==> src/rtl/eth_tx_pkg.sv <==
package eth_tx_pkg;

   typedef enum logic [3:0] {
      ST_IDLE,
      ST_PRE,
      ST_SFD,
      ST_DST,
      ST_SRC,
      ST_BODY,
      ST_PAD,
      ST_FCS,
      ST_GAP
   } tx_state_e;

   localparam logic [7:0]  PRE_BYTE   = 8'h55;
   localparam logic [7:0]  SFD_BYTE   = 8'hD5;
   localparam logic [31:0] CRC_POLY_R = 32'hEDB88320;
   localparam logic [31:0] CRC_INIT   = 32'hFFFFFFFF;
   localparam int          MAC_BYTES  = 6;
   localparam int          FCS_BYTES  = 4;

endpackage

==> src/rtl/frm_crc32.sv <==
module frm_crc32
   import eth_tx_pkg::*;
#(
   parameter int DATA_W = 8
) (
   input  logic              clk,
   input  logic              rst_n,
   input  logic              clr,
   input  logic              en,
   input  logic [DATA_W-1:0] din,
   output logic [31:0]       crc_q
);

   initial assert (DATA_W >= 1 && DATA_W <= 32)
      else $error("frm_crc32: DATA_W out of range");

   logic [31:0] stg [0:DATA_W];

   assign stg[0] = crc_q ^ {{(32-DATA_W){1'b0}}, din};

   for (genvar g = 0; g < DATA_W; g++) begin : g_bit
      assign stg[g+1] = stg[g][0] ? ((stg[g] >> 1) ^ CRC_POLY_R) : (stg[g] >> 1);
   end

   always_ff @(posedge clk) begin
      if (!rst_n) begin
         crc_q <= CRC_INIT;
      end else if (clr) begin
         crc_q <= CRC_INIT;
      end else if (en) begin
         crc_q <= stg[DATA_W];
      end
   end

endmodule

==> src/rtl/frm_macsel.sv <==
module frm_macsel
   import eth_tx_pkg::*;
(
   input  logic        clk,
   input  logic        rst_n,
   input  logic        load,
   input  logic [47:0] mac_i,
   input  logic [2:0]  idx,
   output logic [7:0]  mac_byte_o
);

   logic [47:0] mac_q;
   logic [7:0]  mac_b [0:7];

   for (genvar g = 0; g < 8; g++) begin : g_byte
      if (g < MAC_BYTES) begin : g_real
         assign mac_b[g] = mac_q[47-8*g -: 8];
      end else begin : g_none
         assign mac_b[g] = 8'h00;
      end
   end

   always_ff @(posedge clk) begin
      if (!rst_n) begin
         mac_q <= '0;
      end else if (load) begin
         mac_q <= mac_i;
      end
   end

   assign mac_byte_o = mac_b[idx];

endmodule

==> src/rtl/frm_seq.sv <==
module frm_seq
   import eth_tx_pkg::*;
#(
   parameter int PRE_LEN   = 7,
   parameter int MIN_FRAME = 64,
   parameter int IFG_LEN   = 12
) (
   input  logic        clk,
   input  logic        rst_n,
   input  logic        s_tvalid,
   input  logic        s_tlast,
   input  logic [7:0]  s_tdata,
   output logic        s_tready,
   input  logic [7:0]  mac_byte,
   output logic [2:0]  mac_idx,
   output logic        mac_load,
   input  logic [31:0] crc,
   output logic        crc_clr,
   output logic        crc_en,
   output logic        emit,
   output logic [7:0]  emit_byte
);

   localparam int DATA_MIN = MIN_FRAME - FCS_BYTES;
   localparam int CNT_MAX  = (PRE_LEN > IFG_LEN)
                           ? ((PRE_LEN > MAC_BYTES) ? PRE_LEN : MAC_BYTES)
                           : ((IFG_LEN > MAC_BYTES) ? IFG_LEN : MAC_BYTES);
   localparam int CW = $clog2(CNT_MAX + 1);
   localparam int LW = $clog2(DATA_MIN + 1);

   initial assert (PRE_LEN >= 1) else $error("frm_seq: PRE_LEN must be >= 1");
   initial assert (IFG_LEN >= 1) else $error("frm_seq: IFG_LEN must be >= 1");
   initial assert (DATA_MIN > 2*MAC_BYTES + 2)
      else $error("frm_seq: MIN_FRAME too small for the header");

   tx_state_e     st_q, st_d;
   logic [CW-1:0] cnt_q, cnt_d;
   logic [LW-1:0] len_q;
   logic [LW:0]   len_nx;
   logic          ended_q, ended_set, len_clr, len_inc, last_data;

   assign len_nx    = {1'b0, len_q} + {{LW{1'b0}}, 1'b1};
   assign last_data = (len_nx >= (LW+1)'(DATA_MIN));
   assign mac_idx   = cnt_q[2:0];

   always_comb begin
      st_d      = st_q;
      cnt_d     = cnt_q;
      s_tready  = 1'b0;
      emit      = 1'b0;
      emit_byte = 8'h00;
      crc_clr   = 1'b0;
      crc_en    = 1'b0;
      mac_load  = 1'b0;
      len_clr   = 1'b0;
      len_inc   = 1'b0;
      ended_set = 1'b0;
      case (st_q)
         ST_IDLE: begin
            crc_clr = 1'b1;
            if (s_tvalid) begin
               mac_load = 1'b1;
               st_d     = ST_PRE;
               cnt_d    = '0;
            end
         end
         ST_PRE: begin
            emit      = 1'b1;
            emit_byte = PRE_BYTE;
            if (cnt_q == CW'(PRE_LEN - 1)) begin
               st_d = ST_SFD;
            end else begin
               cnt_d = cnt_q + 1'b1;
            end
         end
         ST_SFD: begin
            emit      = 1'b1;
            emit_byte = SFD_BYTE;
            len_clr   = 1'b1;
            st_d      = ST_DST;
            cnt_d     = '0;
         end
         ST_DST: begin
            s_tready = 1'b1;
            if (s_tvalid) begin
               emit      = 1'b1;
               emit_byte = s_tdata;
               crc_en    = 1'b1;
               len_inc   = 1'b1;
               if (s_tlast || cnt_q == CW'(MAC_BYTES - 1)) begin
                  ended_set = s_tlast;
                  st_d      = ST_SRC;
                  cnt_d     = '0;
               end else begin
                  cnt_d = cnt_q + 1'b1;
               end
            end
         end
         ST_SRC: begin
            emit      = 1'b1;
            emit_byte = mac_byte;
            crc_en    = 1'b1;
            len_inc   = 1'b1;
            if (cnt_q == CW'(MAC_BYTES - 1)) begin
               st_d  = ended_q ? ST_PAD : ST_BODY;
               cnt_d = '0;
            end else begin
               cnt_d = cnt_q + 1'b1;
            end
         end
         ST_BODY: begin
            s_tready = 1'b1;
            if (s_tvalid) begin
               emit      = 1'b1;
               emit_byte = s_tdata;
               crc_en    = 1'b1;
               len_inc   = 1'b1;
               if (s_tlast) begin
                  st_d  = last_data ? ST_FCS : ST_PAD;
                  cnt_d = '0;
               end
            end
         end
         ST_PAD: begin
            emit      = 1'b1;
            emit_byte = 8'h00;
            crc_en    = 1'b1;
            len_inc   = 1'b1;
            if (last_data) begin
               st_d  = ST_FCS;
               cnt_d = '0;
            end
         end
         ST_FCS: begin
            emit      = 1'b1;
            emit_byte = ~crc[8*cnt_q[1:0] +: 8];
            if (cnt_q == CW'(FCS_BYTES - 1)) begin
               st_d  = ST_GAP;
               cnt_d = '0;
            end else begin
               cnt_d = cnt_q + 1'b1;
            end
         end
         ST_GAP: begin
            if (cnt_q == CW'(IFG_LEN - 1)) begin
               st_d = ST_IDLE;
            end else begin
               cnt_d = cnt_q + 1'b1;
            end
         end
         default: st_d = ST_IDLE;
      endcase
   end

   always_ff @(posedge clk) begin
      if (!rst_n) begin
         st_q    <= ST_IDLE;
         cnt_q   <= '0;
         len_q   <= '0;
         ended_q <= 1'b0;
      end else begin
         st_q  <= st_d;
         cnt_q <= cnt_d;
         if (len_clr) begin
            len_q <= '0;
         end else if (len_inc && len_q != LW'(DATA_MIN)) begin
            len_q <= len_q + 1'b1;
         end
         if (len_clr) begin
            ended_q <= 1'b0;
         end else if (ended_set) begin
            ended_q <= 1'b1;
         end
      end
   end


   tready_drop_chk: assert property (@(posedge clk) disable iff (!rst_n)
      (s_tvalid && s_tready && s_tlast) |=> !s_tready);


   min_len_chk: assert property (@(posedge clk) disable iff (!rst_n)
      (st_q == ST_FCS && cnt_q == '0) |-> (len_q >= LW'(DATA_MIN)));


   src_after_dst_chk: assert property (@(posedge clk) disable iff (!rst_n)
      (st_q == ST_SRC && cnt_q == '0) |-> (len_q == LW'(MAC_BYTES) || ended_q));

endmodule

==> src/rtl/eth_frame_tx.sv <==
module eth_frame_tx
   import eth_tx_pkg::*;
#(
   parameter int PRE_LEN   = 7,
   parameter int MIN_FRAME = 64,
   parameter int IFG_LEN   = 12
) (
   input  logic        clk,
   input  logic        rst_n,
   input  logic [47:0] src_mac_i,
   input  logic        s_tvalid,
   output logic        s_tready,
   input  logic [7:0]  s_tdata,
   input  logic        s_tlast,
   output logic        tx_valid_o,
   output logic [7:0]  tx_data_o
);

   localparam int GW = $clog2(IFG_LEN + 1);

   logic [7:0]  mac_byte, emit_byte;
   logic [2:0]  mac_idx;
   logic [31:0] crc;
   logic        mac_load, crc_clr, crc_en, emit;

   frm_seq #(
      .PRE_LEN   (PRE_LEN),
      .MIN_FRAME (MIN_FRAME),
      .IFG_LEN   (IFG_LEN)
   ) seq_i (
      .clk       (clk),
      .rst_n     (rst_n),
      .s_tvalid  (s_tvalid),
      .s_tlast   (s_tlast),
      .s_tdata   (s_tdata),
      .s_tready  (s_tready),
      .mac_byte  (mac_byte),
      .mac_idx   (mac_idx),
      .mac_load  (mac_load),
      .crc       (crc),
      .crc_clr   (crc_clr),
      .crc_en    (crc_en),
      .emit      (emit),
      .emit_byte (emit_byte)
   );

   frm_macsel mac_i (
      .clk        (clk),
      .rst_n      (rst_n),
      .load       (mac_load),
      .mac_i      (src_mac_i),
      .idx        (mac_idx),
      .mac_byte_o (mac_byte)
   );

   frm_crc32 #(.DATA_W(8)) crc_i (
      .clk   (clk),
      .rst_n (rst_n),
      .clr   (crc_clr),
      .en    (crc_en),
      .din   (emit_byte),
      .crc_q (crc)
   );

   always_ff @(posedge clk) begin
      if (!rst_n) begin
         tx_valid_o <= 1'b0;
         tx_data_o  <= 8'h00;
      end else begin
         tx_valid_o <= emit;
         tx_data_o  <= emit ? emit_byte : 8'h00;
      end
   end

   logic [GW-1:0] idle_q;

   always_ff @(posedge clk) begin
      if (!rst_n) begin
         idle_q <= GW'(IFG_LEN);
      end else if (tx_valid_o) begin
         idle_q <= '0;
      end else if (idle_q != GW'(IFG_LEN)) begin
         idle_q <= idle_q + 1'b1;
      end
   end


   ifg_gap_chk: assert property (@(posedge clk) disable iff (!rst_n)
      $rose(tx_valid_o) |-> (idle_q >= GW'(IFG_LEN)));


   pre_first_chk: assert property (@(posedge clk) disable iff (!rst_n)
      $rose(tx_valid_o) |-> (tx_data_o == PRE_BYTE));

endmodule

==> config.mk <==
export PLATFORM = sky130hd
export DESIGN_NAME = eth_frame_tx
export DESIGN_NICKNAME = d
export VERILOG_FILES = /design/src/rtl/eth_tx_pkg.sv /design/src/rtl/frm_crc32.sv /design/src/rtl/frm_macsel.sv /design/src/rtl/frm_seq.sv /design/src/rtl/eth_frame_tx.sv
export SDC_FILE = /design/constraint.sdc
export NUM_CORES = 1
export LEC_CHECK = 0
export BUFFER_PORTS_ARGS = -buffer_cell sky130_fd_sc_hd__buf_2
export CAP_MARGIN = 20
export CORE_ASPECT_RATIO = 0.8
export CORE_MARGIN = 10
export CORE_UTILIZATION = 63
export DETAILED_ROUTE_END_ITERATION = 10
export PLACE_DENSITY = 0.85
export RECOVER_POWER = 100
export SYNTH_ARGS = -nofsm -noshare
export SYNTH_HDL_FRONTEND = slang
export SYNTH_SLANG_ARGS = --single-unit
==> constraint.sdc <==
create_clock -name clk -period 5.3 [get_ports clk]
set_input_delay 0.795 -clock clk [delete_from_list [all_inputs] [get_ports clk]]
set_output_delay 0.795 -clock clk [all_outputs]
set_load 0.02 [all_outputs]
==> flow_summary.toml, run 1 <==
[logic_synthesis]
syn_inst = 659
synth_edf_count = 0
synth_area_leaders = "dfxtp_1 35%, nand2_1 7.2%, a21boi_0 7.0%"
synth_cell_types = 74
synth.avg_cell_area_um2 = 8.98
synth_seq_area_share_pct = 35.2
ys.flop_type = "dfxtp_1"
synth_nets = 724
postSynth.asyncResetShare_pct = 0
synth_area_um2 = 5920
yosysWarnings = 0
synth_area_leader_cell = "dfxtp_1"
yosysTopAreaCellShare_pct = 35.2
ys_ff_latch = 104

[placed_design]
dp_hpwl_um = 10600
io_buffers = 69
gp_congestion = 0.959

[timing]
worstMarginPinSlew_ns = 2.02
relSlewSlack_pct = -34.4
setup_violations = 0
hold_viol_final = 0
slew_viol_final = 61
rsz0062_at_grt = "false"
setup_tns_ns = 0
finClkSkew_ns = 0.00742
finalCriticalPeriod_ns = 4.13
timing.fmax_mhz = 242
fin_crit_sh_pct = 78.0

[layout]
finalNetCount = 767
layout_commonest_cell = "nand2_1"
n_antenna_cell = 0
drive_gt1_share_pct = 15.4
synthToLayoutAreaGrowth_pct = 9.54
layout_common_cells = "114 x nand2_1, 104 x dfxtp_1, 63 x nor2_1"

[min_path]
min_path_type = "flip-flop to flip-flop"

[setup_path]
path_class = "flip-flop to flip-flop"
critPathMaxFanout = 16
cp.arrival_ns = 4.38
slowest_stage = "dfxtp_1"
crit_path_end_kind = "flip-flop"
cp_cell_sequence = "clkbuf_1, mux2_2, a41oi_1, o32ai_1, a211oi_1, xnor3_1, xor2_1, xnor2_1, a21bo_1"
path_delay_family = "XOR/XNOR gates"
path_buf_inv = 1
required_ns = 5.55
reg2reg_setup_slack_ns = 1.17
max_stage_delay_ns = 0.94
start_kind = "flip-flop"

[detailed_routing]
drcViolationCount = 0
wl_per_cell_um = 18.1
finalWirelength_um = 14900
dr.pass1.iters = 5
postRouteAntennaNets = 0
via_per_inst = 5.97
drt-initial-drc-count = 498
num_vias = 4908

[die]
core_area_um2 = 9110
placementRows = 31
initial_core_util_pct = 64.9
die_w_um = 128
io_pins = 70
die_area_um2 = 13700
die_h_um = 107

[global_routing]
antenna_found_initial = 0
grt.overflow.total = 0
grt_start_max_net_pins = 61
grt_use_total_pct = 21.4
first_global_vias = 4676
grt_pass1_wl_um = 23900

[cts]
cts_resized = 0
htreeDepth = 3
worstSkewPairLatency_ns = 0.36
postCtsSetupBuffers = 0
cts_tree = "yes"
holdBufCountCts = 0
clock-sinks = 104
ctsLongestPathBuffers = 2
clk_pin_slew_ns = 0.07
cts_buffers = 9
cts_root_buf = "clkbuf_16"

[run]
drv_cap = 1

[power_and_ir_drop]
ir_drop_v = 0.000491
power_density_nw_per_um2 = 511
leakage_uw = 0.00246
power_uw = 3310

[status]
violations = "capacitance limit, slew limit"
outcome = "finished with violations"
==> layer usage <==
| layer | vias to the layer above | share of wire (%) | track usage, % |
|---|---|---|---|
| li1 | 2366 | - | - |
| met2 | 187 | 46 | 33.1 |
| met5 | - | 0 | 0 |
| met3 | 32 | 7.1 | 6.01 |
| met1 | 2323 | 44 | 27.5 |
| met4 | 0 | 2.4 | 8.83 |
==> worst min-delay path, stage by stage, from the launching register on <==
cell and delay [ns]:
dfxtp_1 0.31, nand2_1 0.05, a21boi_0 0.06
==> cells in the mapped netlist, drive strengths merged (4+ instances only) <==
cell type / number
nand2: 114
nand2b: 4
a31oi: 5
clkbuf: 29
nand3: 4
a21boi: 55
mux4: 13
a21oi: 31
and3: 5
mux2i: 16
xnor2: 45
and2: 5
o22ai: 6
nand4b: 5
nor3: 8
xor2: 18
nor2b: 5
nor3b: 4
buf: 14
a211oi: 6
nor2: 64
dfxtp: 104
o21ai: 28
inv: 9
a221oi: 4
o211ai: 6
ha: 5
==> power breakdown <==
part	total (uW)	internal, uW	switching (uW)
sequential	981	872	109
combinational	1590	723	867
clock	738	433	306
==> layout make-up <==
type                       count  area, um^2
multi-input combinational    503        3500
fill                         699        2630
sequential                   104        2080
timing repair buffer          75         390
clock buffer                  10         239
tap                          115         144
clock inverter                 6        95.1
inverter                       9        33.8
==> per-stage QoR <==
step | setup slack [ns] | utilization (%) | instances | hold slack (ns) | area (um^2)
floorplan | 2.30 | - | 659 | 0.439 | 5920
global placement | 1.83 | 68.2 | 804 | 0.452 | 6220
detailed placement | 1.72 | 68.2 | 804 | 0.459 | 6220
CTS | 1.71 | 71.9 | 820 | 0.468 | 6560
global route | 0.793 | 71.1 | 822 | 0.489 | 6480
finish | 1.17 | 71.1 | 822 | 0.467 | 6480
==> flip-flops by register name, indices dropped and copies added, names as in the netlist <==
name,count
crc_i.crc_q,32
tx_data_o,8
seq_i.ended_q,1
seq_i.len_q,6
mac_i.mac_q,48
tx_valid_o,1
seq_i.st_q,4
seq_i.cnt_q,4
==> final timing paths <==
check | start | endpoint | cells past startpoint
max | seq_i.cnt_q[0] | crc_i.crc_q[5] | 9
min reg2reg | mac_i.mac_q[44] | mac_i.mac_q[44] | 2
max reg2reg | seq_i.cnt_q[0] | crc_i.crc_q[5] | 9
min | mac_i.mac_q[44] | mac_i.mac_q[44] | 2
==> logic make-up (layout without fill, tap and decap cells) <==
group	after synthesis	count (layout)	synth area share, %
DFF	104	104	35.2
adders and majority gates	5	5	1.06
AOI/OAI and AO/OA	161	161	19.7
buffers and inverters	52	100	4.27
muxes	32	32	8.42
and+or+nand+nor	237	237	18.0
xor gates and xnor gates	68	68	13.3
No activity file was read; power rests on OpenSTA's default activity.
==> run 2, diff against run 1 <==
--- a/config.mk
+++ b/config.mk
@@ -9,9 +9,9 @@
 export CAP_MARGIN = 20
 export CORE_ASPECT_RATIO = 0.8
 export CORE_MARGIN = 10
-export CORE_UTILIZATION = 63
+export CORE_UTILIZATION = 59
 export DETAILED_ROUTE_END_ITERATION = 10
-export PLACE_DENSITY = 0.85
+export PLACE_DENSITY = 0.81
 export RECOVER_POWER = 100
 export SYNTH_ARGS = -nofsm -noshare
 export SYNTH_HDL_FRONTEND = slang
==> constraint.sdc (replaced) <==
create_clock -name clk -period 3.9 [get_ports clk]
set_input_delay 0.585 -clock clk [delete_from_list [all_inputs] [get_ports clk]]
set_output_delay 0.585 -clock clk [all_outputs]
set_load 0.02 [all_outputs]
==> run 2 against run 1 <==
  * The run still ends with capacitance limit, slew limit left
  * Sequential power is 34% higher
  * Total power is 35% higher
  * Critical path type unchanged
  * Count of clock-buffer cells in the layout is 1 higher
  * Combinational power is 42% higher
  * Sequential cell count stayed put
  * Hold slack hardly changed
  * Die area is 5.6% higher
  * Cell count is 3.8% higher
  * Largest cell class unchanged
==> flow_summary.toml, run 2 (synthesized netlist as in run 1, its figures left out) <==
[timing]
rsz0062_at_grt = "false"
worst_slack_ns = 0.413
whs_ns = 0.467
worstMarginPinSlew_ns = 1.91
setup_violations = 0
timing.fmax_mhz = 287
finalCriticalPeriod_ns = 3.49
slew_viol_final = 49
relSlewSlack_pct = -27.6
finClkSkew_ns = 0.00844
hold_viol_final = 0
setup_tns_ns = 0
fin_crit_sh_pct = 89.4

[power_and_ir_drop]
pwr-share-clk_pct = 20.0
power.internal_uw = 2670
switchingPower_uw = 1780
power_density_nw_per_um2 = 681
power_frac_comb_pct = 50.6
swShare_pct = 40.0
power_uw = 4450
leakage_uw = 0.00248
ir_drop_v = 0.000318
p_seq_share_pct = 29.4

[detailed_routing]
wl_per_cell_um = 17.5
via_per_inst = 5.84
dr.pass1.iters = 5
num_vias = 4981
postRouteAntennaNets = 0
finalWirelength_um = 14900
drcViolationCount = 0
drt-initial-drc-count = 444

[layout]
drive_gt1_share_pct = 16.6
largest_reg_flops = 48
synthToLayoutAreaGrowth_pct = 10.5
finalNetCount = 777
nFillCells = 807
reg.largest.list = "mac_i.mac_q x48, crc_i.crc_q x32, tx_data_o x8"
layout_commonest_cell = "nand2_1"
finalNonFillerCells = 853
layout_common_cells = "114 x nand2_1, 104 x dfxtp_1, 63 x nor2_1"
regMostFlops = "mac_i.mac_q"
n_antenna_cell = 0

[setup_path]
cp.arrival_ns = 3.73
required_ns = 4.14
start_kind = "flip-flop"
path_class = "flip-flop to flip-flop"
critPathMaxFanout = 9
crit_path_end_kind = "flip-flop"

[cts]
worstSkewPairLatency_ns = 0.36
cts_resized = 0
cts_buffers = 9
ctsLongestPathBuffers = 2
holdBufCountCts = 0
cts_root_buf = "clkbuf_16"
cts_tree = "yes"
htreeDepth = 3
postCtsSetupBuffers = 0
clk_pin_slew_ns = 0.07
clock-sinks = 104

[placed_design]
dp_hpwl_um = 10800
io_buffers = 69
place_ws_ns = 0.570
gp_congestion = 0.986
dp.cells = 837

[global_routing]
grt_start_max_net_pins = 59
grt_use_total_pct = 20.9
grt_pass1_wl_um = 24800
grt.overflow.total = 0
first_global_vias = 4892
antenna_found_initial = 0

[die]
initial_core_util_pct = 60.8
die_h_um = 110
io_pins = 70
die_w_um = 132
die_area_um2 = 14500
core_area_um2 = 9730
placementRows = 32

[min_path]
min_path_type = "flip-flop to flip-flop"

[status]
outcome = "finished with violations"
violations = "capacitance limit, slew limit"

[run]
drv_cap = 1
## run 2: changes by cell type in the layout (fill, tap and decap cells not counted), moves of 2 or more
cell       change
buf_4          +8
clkbuf_1       +4
bufinv_16      -2
inv_6          +2
## run 2: area by class of cell
type,instances,area (um^2),share of cell area (%)
inverter,9,33.8,0.517
multi-input combinational,503,3530,54.0
clock buffer,11,243,3.71
timing repair buffer,85,434,6.64
sequential,104,2080,31.8
clock inverter,5,43.8,0.670
tap,136,170,2.60
## run 2: power groups by stage
stage               clock (uW)  combinational, uW  sequential (uW)
finish                     892               2250             1310
global route               937               2450             1330
CTS                        896               2280             1310
detailed placement           0               2250             1330
global placement             0               2190             1330
floorplan                    0               1860             1270
## run 2: path summary, 6_finish.rpt
check                                     start               to  slack [ns]  cells past startpoint
worst max-delay path              seq_i.st_q[2]  crc_i.crc_q[23]        0.41                      9
worst min-delay path            mac_i.mac_q[35]  mac_i.mac_q[35]        0.47                      2
worst max register to register    seq_i.st_q[2]  crc_i.crc_q[23]        0.41                      9
worst min register to register  mac_i.mac_q[35]  mac_i.mac_q[35]        0.47                      2
## run 2: per-layer routing
metal  wire, um  share of wire [%]  vias up  track usage, %
met5          0                  0        -               0
met4        327                2.2        0            6.58
met3       1250                8.4       37            5.70
met2       6980                 47      212            34.8
met1       6360                 43     2350            26.2
li1           -                  -     2382               -
## run 2: worst max-delay path: stages (launching register included)
cell and delay [ns]:
dfxtp_1 0.51, clkbuf_1 0.34, xnor2_1 0.24, and4bb_1 0.61, a211oi_1 0.19, a221oi_4 0.47, xnor2_1 0.32, xor3_1 0.47
mux2i_1 0.17, nand2_1 0.06
## run 2: stage by stage
stage	cell area (um^2)	utilization (%)
floorplan	5920	-
global placement	6340	65.1
detailed placement	6340	65.1
CTS	6620	68.1
global route	6540	67.2
finish	6540	67.2
